==> config.mk <==
export PLATFORM = sky130hd
export DESIGN_NAME = skip_alu
export DESIGN_NICKNAME = d
export VERILOG_FILES = /design/src/rtl/skip_alu_pkg.sv /design/src/rtl/skip_alu_decode.sv /design/src/rtl/skip_alu_core.sv /design/src/rtl/skip_alu_bitunit.sv /design/src/rtl/skip_alu.sv
export SDC_FILE = /design/constraint.sdc
export NUM_CORES = 1
export LEC_CHECK = 0
export BUFFER_PORTS_ARGS = -buffer_cell sky130_fd_sc_hd__buf_2
export CAP_MARGIN = 20
export CORE_AREA = 2 2 63 110
export DETAILED_ROUTE_END_ITERATION = 7
export DIE_AREA = 0 0 65 112
export HOLD_SLACK_MARGIN = 0.15
export PLACE_DENSITY = 0.8
export SYNTH_ARGS = -nofsm -noshare
export SYNTH_HDL_FRONTEND = slang
export SYNTH_SLANG_ARGS = --single-unit
==> constraint.sdc <==
create_clock -name clk -period 5.4 [get_ports clk]
set_clock_uncertainty 0.1 [all_clocks]
set_input_delay 1.08 -clock clk [delete_from_list [all_inputs] [get_ports clk]]
set_output_delay 1.08 -clock clk [all_outputs]
set_load 0.005 [all_outputs]
==> src/rtl/skip_alu_pkg.sv <==
package skip_alu_pkg;

    localparam int INSTR_W = 16;
    localparam int OP_W    = 4;
    localparam int BIDX_W  = 3;

    // Operation codes carried in instruction bits 11:8
    localparam logic [OP_W-1:0] OP_MOVE = 4'h0;
    localparam logic [OP_W-1:0] OP_XOR  = 4'h1;
    localparam logic [OP_W-1:0] OP_AND  = 4'h2;
    localparam logic [OP_W-1:0] OP_OR   = 4'h3;
    localparam logic [OP_W-1:0] OP_SHL  = 4'h4;
    localparam logic [OP_W-1:0] OP_SHLC = 4'h5;
    localparam logic [OP_W-1:0] OP_SHR  = 4'h6;
    localparam logic [OP_W-1:0] OP_SHRC = 4'h7;
    localparam logic [OP_W-1:0] OP_ADD  = 4'h8;
    localparam logic [OP_W-1:0] OP_SUB  = 4'h9;
    localparam logic [OP_W-1:0] OP_DEC  = 4'hA;
    localparam logic [OP_W-1:0] OP_INC  = 4'hB;
    localparam logic [OP_W-1:0] OP_ADDC = 4'hC;
    localparam logic [OP_W-1:0] OP_SUBC = 4'hD;
    localparam logic [OP_W-1:0] OP_ONES = 4'hE;
    localparam logic [OP_W-1:0] OP_ZERO = 4'hF;

    typedef enum logic [2:0] {
        CL_NOP,
        CL_ALU,
        CL_PORTIN,
        CL_BTEST,
        CL_BMOD
    } cls_e;

    typedef enum logic [1:0] {
        ZS_NEVER,
        ZS_ON_CLEAR,
        ZS_ON_SET
    } zskip_e;

    typedef struct packed {
        cls_e              cls;
        logic [OP_W-1:0]   op;
        logic              to_mem;
        zskip_e            zskip;
        logic [BIDX_W-1:0] bidx;
        logic              bval;
    } dec_t;

endpackage

==> src/rtl/skip_alu_decode.sv <==
module skip_alu_decode
    import skip_alu_pkg::*;
(
    input  logic [INSTR_W-1:0] instr,
    output dec_t               dec
);

    logic [3:0]      nib;
    logic [OP_W-1:0] op;
    logic            special_op;

    assign nib        = instr[15:12];
    assign op         = instr[11:8];
    assign special_op = (op == OP_ONES) || (op == OP_ZERO);

    always_comb begin
        dec        = '0;
        dec.cls    = CL_NOP;
        dec.zskip  = ZS_NEVER;
        dec.op     = op;
        dec.bidx   = instr[10:8];
        if (nib[3] && (nib[2] || nib[1])) begin
            // memory-operand classes 1010..1111
            dec.cls    = CL_ALU;
            dec.to_mem = nib[0];
            if (nib[2]) begin
                dec.zskip = nib[1] ? ZS_ON_CLEAR : ZS_ON_SET;
            end
        end else if (nib[3:1] == 3'b100) begin
            // immediate classes 1000 / 1001
            if (!special_op) begin
                dec.cls = CL_ALU;
            end else if (nib[0] && (op == OP_ZERO)) begin
                dec.cls = CL_PORTIN;
            end
        end else if (nib[3:1] == 3'b010) begin
            // bit test: 0101 skips on clear, 0100 skips on set
            dec.cls  = CL_BTEST;
            dec.bval = ~nib[0];
        end else if (nib[3:1] == 3'b001) begin
            // bit modify: 0011 sets, 0010 clears
            dec.cls  = CL_BMOD;
            dec.bval = nib[0];
        end
    end

endmodule

==> src/rtl/skip_alu_core.sv <==
module skip_alu_core
    import skip_alu_pkg::*;
#(
    parameter int DW = 8
) (
    input  logic [OP_W-1:0] op,
    input  logic            to_mem,
    input  logic [DW-1:0]   a,
    input  logic [DW-1:0]   x,
    input  logic            cin,
    output logic [DW-1:0]   res,
    output logic            cout
);

    localparam int XW = DW + 2;

    logic [XW-1:0] a_x;
    logic [XW-1:0] x_x;
    logic [XW-1:0] nx_x;
    logic [XW-1:0] c_x;
    logic [XW-1:0] one_x;
    logic [XW-1:0] sum_t;
    logic [XW-1:0] diff_t;

    assign a_x   = {2'b00, a};
    assign x_x   = {2'b00, x};
    assign nx_x  = {2'b00, ~x};
    assign c_x   = {{(XW-1){1'b0}}, cin};
    assign one_x = {{(XW-1){1'b0}}, 1'b1};

    always_comb begin
        sum_t  = a_x + x_x;
        diff_t = a_x + nx_x + one_x;
        if (op == OP_ADDC) begin
            sum_t = sum_t + c_x;
        end
        if (op == OP_SUBC) begin
            diff_t = diff_t + c_x;
        end
    end

    always_comb begin
        res  = '0;
        cout = cin;
        case (op)
            OP_MOVE: res = to_mem ? a : x;
            OP_XOR:  res = a ^ x;
            OP_AND:  res = a & x;
            OP_OR:   res = a | x;
            OP_SHL: begin
                res  = {x[DW-2:0], 1'b0};
                cout = x[DW-1];
            end
            OP_SHLC: begin
                res  = {x[DW-2:0], cin};
                cout = x[DW-1];
            end
            OP_SHR: begin
                res  = {1'b0, x[DW-1:1]};
                cout = x[0];
            end
            OP_SHRC: begin
                res  = {cin, x[DW-1:1]};
                cout = x[0];
            end
            OP_ADD, OP_ADDC: begin
                res  = sum_t[DW-1:0];
                cout = |sum_t[XW-1:DW];
            end
            OP_SUB, OP_SUBC: begin
                res  = diff_t[DW-1:0];
                cout = |diff_t[XW-1:DW];
            end
            OP_DEC:  res = x - {{(DW-1){1'b0}}, 1'b1};
            OP_INC:  res = x + {{(DW-1){1'b0}}, 1'b1};
            OP_ONES: res = '1;
            default: res = '0;
        endcase
    end

endmodule

==> src/rtl/skip_alu_bitunit.sv <==
module skip_alu_bitunit #(
    parameter int DW    = 8,
    parameter int BIT_W = $clog2(DW)
) (
    input  logic [DW-1:0]    x,
    input  logic [BIT_W-1:0] idx,
    input  logic             bval,
    output logic [DW-1:0]    modified,
    output logic             picked
);

    for (genvar g = 0; g < DW; g++) begin : g_bit
        assign modified[g] = (idx == BIT_W'(g)) ? bval : x[g];
    end

    assign picked = x[idx];

endmodule

==> src/rtl/skip_alu.sv <==
module skip_alu
    import skip_alu_pkg::*;
#(
    parameter int DW = 8
) (
    input  logic               clk,
    input  logic               rst_n,
    input  logic               in_valid,
    input  logic [INSTR_W-1:0] instr,
    input  logic [DW-1:0]      acc_i,
    input  logic [DW-1:0]      opnd_i,
    input  logic               carry_i,
    output logic               valid_o,
    output logic [DW-1:0]      result_o,
    output logic               dest_mem_o,
    output logic               acc_we_o,
    output logic               mem_we_o,
    output logic               carry_o,
    output logic               zero_o,
    output logic               neg_o,
    output logic               flag_we_o,
    output logic               skip_o
);

    localparam int BIT_W = $clog2(DW);

    typedef struct packed {
        logic          valid;
        logic [DW-1:0] res;
        logic          dest_mem;
        logic          acc_we;
        logic          mem_we;
        logic          carry;
        logic          zero;
        logic          neg;
        logic          flag_we;
        logic          skip;
    } state_t;

    state_t        st_d;
    state_t        st_q;
    dec_t          dec;
    logic [DW-1:0] core_res;
    logic          core_c;
    logic [DW-1:0] bit_mod;
    logic          bit_pick;
    logic          core_z;

    skip_alu_decode u_decode (
        .instr (instr),
        .dec   (dec)
    );

    skip_alu_core #(.DW(DW)) u_core (
        .op     (dec.op),
        .to_mem (dec.to_mem),
        .a      (acc_i),
        .x      (opnd_i),
        .cin    (carry_i),
        .res    (core_res),
        .cout   (core_c)
    );

    skip_alu_bitunit #(.DW(DW), .BIT_W(BIT_W)) u_bits (
        .x        (opnd_i),
        .idx      (dec.bidx[BIT_W-1:0]),
        .bval     (dec.bval),
        .modified (bit_mod),
        .picked   (bit_pick)
    );

    assign core_z = (core_res == '0);

    always_comb begin
        st_d       = '0;
        st_d.carry = carry_i;
        if (in_valid) begin
            st_d.valid = 1'b1;
            case (dec.cls)
                CL_ALU: begin
                    st_d.res      = core_res;
                    st_d.carry    = core_c;
                    st_d.flag_we  = 1'b1;
                    st_d.zero     = core_z;
                    st_d.neg      = core_res[DW-1];
                    st_d.dest_mem = dec.to_mem;
                    st_d.mem_we   = dec.to_mem;
                    st_d.acc_we   = ~dec.to_mem;
                    case (dec.zskip)
                        ZS_ON_CLEAR: st_d.skip = ~core_z;
                        ZS_ON_SET:   st_d.skip = core_z;
                        default:     st_d.skip = 1'b0;
                    endcase
                end
                CL_PORTIN: begin
                    st_d.res     = opnd_i;
                    st_d.flag_we = 1'b1;
                    st_d.zero    = (opnd_i == '0);
                    st_d.neg     = opnd_i[DW-1];
                    st_d.acc_we  = 1'b1;
                end
                CL_BTEST: begin
                    st_d.skip = (bit_pick == dec.bval);
                end
                CL_BMOD: begin
                    st_d.res      = bit_mod;
                    st_d.dest_mem = 1'b1;
                    st_d.mem_we   = 1'b1;
                end
                default: begin
                    st_d.skip = 1'b0;
                end
            endcase
        end else begin
            st_d.carry = 1'b0;
        end
    end

    always_ff @(posedge clk) begin
        if (!rst_n) begin
            st_q <= '0;
        end else begin
            st_q <= st_d;
        end
    end

    assign valid_o    = st_q.valid;
    assign result_o   = st_q.res;
    assign dest_mem_o = st_q.dest_mem;
    assign acc_we_o   = st_q.acc_we;
    assign mem_we_o   = st_q.mem_we;
    assign carry_o    = st_q.carry;
    assign zero_o     = st_q.zero;
    assign neg_o      = st_q.neg;
    assign flag_we_o  = st_q.flag_we;
    assign skip_o     = st_q.skip;

endmodule

# ---- Word level (Yosys, flattened, before mapping)
# Cells that the tools add are included.
dict set report word_totals {
  rom_bits 0
  register_bits 16
  ramBits 0
  elab_cells 107
  latch_bits 0
  inputBits 36
  memories 0
  out_inout_bits 17
}
dict set report classes {
  n_shift 0
  multipliers 0
  magnitude_cmp 1
  mux 36
  add_sub_neg 7
  bitwise_logic 7
  eq_ne 32
  n_reduce_logical 15
  n_div 0
}
# op n
set op_table {}
lappend op_table {{8-bit case mux with 13 select lines} 1}
lappend op_table {{4-bit equality test, second input constant} 8}
lappend op_table {{8-bit case mux with 3 select lines} 1}
lappend op_table {{10-bit by 1-bit adder with 10-bit output} 2}
lappend op_table {{10-bit two-way mux} 2}
lappend op_table {{8-bit by 8-bit adder with 9-bit output} 2}
lappend op_table {{3-bit equality test, second input constant} 6}
lappend op_table {{3-bit two-way mux} 6}
lappend op_table {{4-bit by 3-bit equality test with 1-bit output, second input constant} 4}
lappend op_table {{8-bit zero test} 2}
lappend op_table {{3-bit by 2-bit equality test with 1-bit output, second input constant} 5}
lappend op_table {{1-bit two-way mux} 14}
lappend op_table {{12-bit two-way mux} 1}
lappend op_table {{2-bit OR reduction} 6}
lappend op_table {{10-bit by 1-bit adder with 10-bit output, second input constant} 1}
lappend op_table {{3-bit by 1-bit equality test with 1-bit output, second input constant} 3}
lappend op_table {{8-bit by 1-bit adder with 8-bit output, second input constant} 1}
lappend op_table {{8-bit AND} 1}
lappend op_table {{4-bit by 2-bit equality test with 1-bit output, second input constant} 2}
lappend op_table {{8-bit two-way mux} 1}
lappend op_table {{8-bit inverter} 1}
lappend op_table {{8-bit bitwise OR} 1}
lappend op_table {{1-bit case mux with 2 select lines} 4}
lappend op_table {{8-bit by 1-bit subtractor with 8-bit output, second input constant} 1}
lappend op_table {{16 further kinds} 22}

# ---- Depth between registers and ports, before layout
dict set report depth {
  ltp_word 10
  ltp_mapped 17
  mapped_depth_nobuf 16
}

# ---- Modules after synthesis
# Synthesis repeated with hierarchy kept, for this count alone.
dict set report unflattened {
  cells_unflattened 484
  area_unflattened_um2 3617.2
}
# mod cells_each seq_area_each_um2 n_inst area_each_um2
set by_module_without_submodules {}
lappend by_module_without_submodules {skip_alu_core 339 0.0 1 2379.8}
lappend by_module_without_submodules {skip_alu 99 320.3 1 863.3}
lappend by_module_without_submodules {skip_alu_bitunit 22 0.0 1 227.7}
lappend by_module_without_submodules {skip_alu_decode 24 0.0 1 146.4}

# ---- Least setup slack after synthesis
# Ideal clock, no wire load.
dict set report synth_path {
  path_type {in2reg}
  startpoint {input port opnd_i[0]}
  endpoint {register st_q (netlist bit skip_o)}
  required_time_ps 5241
  cell_stages 17
  path_slack_ps 1054
  setup_ps 59
  arrival_time_ps 4187
  path_cell_list {clkbuf_1 inv_1 ha_1 inv_1 fa_1 inv_1 ha_1 xnor3_1 nor3_2 nand2_1 a211oi_2 a2111oi_0 a21oi_1 nand4_1 o41ai_2 mux2i_1 and3_1}
}
dict set report synth_via {
  elab_chain_len 10
  word_cells_on_any_way 22
  classes_between {add/sub (7); eq/ne (1); mux (8); bitwise (5); reduce/logical (1)}
}
# item line
set synth_lines {}
lappend synth_lines {{from (decl)} skip_alu.sv:11} ;# input logic [DW-1:0] opnd_i,
lappend synth_lines {{8-bit inverter} skip_alu_core.sv:27} ;# assign nx_x = {2'b00, ~x};
lappend synth_lines {{8-bit by 8-bit adder with 9-bit output} skip_alu_core.sv:33} ;# diff_t = a_x + nx_x + one_x;
lappend synth_lines {{10-bit by 1-bit adder with 10-bit output} skip_alu_core.sv:33}
lappend synth_lines {{10-bit by 1-bit adder with 10-bit output} skip_alu_core.sv:38} ;# diff_t = diff_t + c_x;
lappend synth_lines {{10-bit two-way mux} skip_alu_core.sv:37} ;# if (op == OP_SUBC) begin
lappend synth_lines {{8-bit case mux with 13 select lines} skip_alu_core.sv:45} ;# case (op)
lappend synth_lines {{8-bit zero test} skip_alu.sv:72} ;# assign core_z = (core_res == '0);
lappend synth_lines {{1-bit inverter} skip_alu.sv:90} ;# ZS_ON_CLEAR: st_d.skip = ~core_z;
lappend synth_lines {{1-bit case mux with 2 select lines} skip_alu.sv:89} ;# case (dec.zskip)
lappend synth_lines {{1-bit case mux with 2 select lines (*)} skip_alu.sv:79} ;# case (dec.cls)
lappend synth_lines {{to (signal assigned)} skip_alu.sv:123} ;# st_q <= st_d;
lappend synth_lines {{to (decl)} skip_alu.sv:41} ;# state_t st_q;
# Every way passes the cells marked *; elsewhere a longest branch is shown, timed or not. The select of a mux whose other input is x is not followed.
# A chain may end at the register's enable or synchronous reset.

# ---- Worst setup path in the final report
# Ends and elaborated chain as after synthesis.

==> metrics.cfg <==
[die]
die_x_um=65
die_height_um=112
io_pins=53
fp-row-count=39
start_util_pct=54.0
dieArea_mm2=0.00728
core_mm2=0.00639

[sta]
fmax_mhz=211
slew_headroom_pct=46.6
fin_crit_sh_pct=87.8
rsz0062_at_grt=false
setup_tns_ns=0
drv_slew=0
fin_crit_ns=4.74
setup_viol=0
hold_viol_final=0
worstMarginPinSlew_ns=0.795

[synth]
synth_cells=468
avgSynthCellArea_um2=7.37
synth_warnings=0
synth_cell_types=75
syn_area_mm2=0.00345
synth_seq_cells=16
synth_edf_count=0
ys_seq_area_share_pct=9.29
ys.flop_type=dfxtp_1
async_flop_share_pct=0
synth_nets=542

[power_and_ir_drop]
netSwitchingFraction_pct=41.8
ir_drop_v=0.0000730
p_clk_share_pct=24.1
seq_power_share_pct=19.0
pwr-share-comb_pct=56.9
power.switching_uw=271
p_int_uw=378
power.density_mw_per_mm2=172
p_leak_uw=0.00164

[cells_and_area]
layout_common_cells=buf_2, a21oi_1, nor2_1
multi_input_area_mm2=0.00288
nets=573
instances_no_fill=580
drive_above_1_share_pct=15.9
regArea_um2=320
n_antenna_cell=0
num-fill-cells=617
layout_commonest_cell=buf_2
area_growth_pct=9.68

[route]
vias=3729
wl_mm=11.0
drtIter0Drc=334
ant_nets=0
drc=0
firstDrtPassIters=7
wl_per_cell_um=18.9
vias_per_cell=6.43

[critical_path]
cp.required_ns=5.49
crit_arrival_ns=4.83
cp_max_fo=10
path_class=primary input to flop
end_kind=flop
cp-start-kind=primary input

[clock_tree]
path_clk_slew_ns=0.05
clock-sinks=16
clockRootBuffer=clkbuf_16
postCtsHoldBufs=0
post_cts_resized=0
postCtsSetupRepairBufs=0
cts_made_buffers=3
cts_buffer_depth=2
htreeDepth=1
tritoncts=done

[place]
gp_congestion=0.967
port_buffers=44
dpl.cell_count=576
dp_hpwl_mm=8.81

[grt]
antenna_found_initial=0
grt_overflow=0
grt_usage_pct=30.8
grt_max_degree=42
grt_pass1_wl_mm=17.6
first_global_vias=3585

[worst_hold_path]
worst_hold_path_type=primary input to flop

[run_status]
run_status=completed

[run]
cap_violations=0

registers in the layout (all words and copies together), names as in the netlist:
register	cells
neg_o	1
result_o	8
zero_o	1
mem_we_o	1
skip_o	1
acc_we_o	1
carry_o	1
valid_o	1
flag_we_o	1
final cells by class:
class,instances,area share (%)
clock buffers,4,2.35
well taps,82,2.71
multi-input cells,394,76.2
repair buffers,49,6.81
flip-flops and latches,16,8.47
inverters,35,3.47
cells by family (layout without fill, tap and decap cells):
kind of cell | after synthesis | count (layout) | share of synthesized area [%]
simple gates | 163 | 163 | 24.0
mux | 21 | 21 | 8.31
flops | 16 | 16 | 9.29
buf+inv | 58 | 88 | 7.14
xor+xnor | 25 | 25 | 8.05
compound gates | 147 | 147 | 28.8
fa+ha+maj | 38 | 38 | 14.4
critical path: stages:
cell and delay (ns):
buf_2 0.17, ha_1 0.27, fa_1 0.46, xnor2_1 0.20, nor4_1 0.52, nor3b_1 0.50, and2_1 0.24, xor2_1 0.09
a221oi_1 0.24, o21ai_0 0.26, o41ai_2 0.42, mux2i_1 0.22, and3_1 0.16
Yosys cell counts, drive strengths merged (5+ instances only):
cell | instances | area share (%)
clkbuf | 9 | 0.98
nand2 | 37 | 4.0
a31oi | 6 | 1.1
mux2i | 14 | 4.1
nand3 | 11 | 1.6
a21oi | 44 | 6.6
ha | 35 | 13
nand4 | 8 | 1.5
buf | 14 | 2.4
and2 | 8 | 1.5
nor3 | 15 | 2.3
nor2b | 9 | 1.6
o21ai | 36 | 5.3
nand2b | 7 | 1.3
o211ai | 6 | 1.6
nor4 | 8 | 1.6
xnor2 | 16 | 4.6
inv | 35 | 3.8
nor2 | 40 | 4.4
a21o | 5 | 1.1
dfxtp | 16 | 9.3
a211oi | 9 | 2.2
mux4 | 6 | 3.9
xor2 | 8 | 2.8
metal layers:
layer	part of all wire [%]	wire length (µm)	track usage [%]	vias to the layer above
li1	-	-	-	1777
met1	35	3840	31.8	1711
met2	52	5750	56.2	184
met3	4.4	482	1.72	57
met4	8.2	894	23.3	0
met5	0	0	0	-
path summary, 6_finish.rpt:
kind	start	endpoint	slack (ns)	depth (start not counted)
setup / recovery	opnd_i[0]	skip_o$_SDFF_PN0_	0.66	13
hold / removal	instr[14]	skip_o$_SDFF_PN0_	1.07	2
per-stage QoR:
stage	hold slack, ns	total power [µW]	area (µm²)	utilization (%)	setup slack [ns]
after floorplan	1.13	397	3450	-	1.05
after global placement	1.30	481	3690	57.8	0.565
after detailed placement	1.32	487	3690	57.8	0.545
after CTS	1.07	644	3780	59.2	0.774
after global routing	1.08	690	3780	59.2	0.481
final	1.07	649	3780	59.2	0.660
power by group through the flow:
stage / Sequential, µW / Clock, µW / Combinational (µW)
floorplan: 127 / 0 / 270
global placement: 126 / 0 / 355
detailed placement: 126 / 0 / 361
CTS: 124 / 157 / 363
global route: 124 / 164 / 402
finish: 123 / 156 / 369
(Power assumes the default switching activity.)
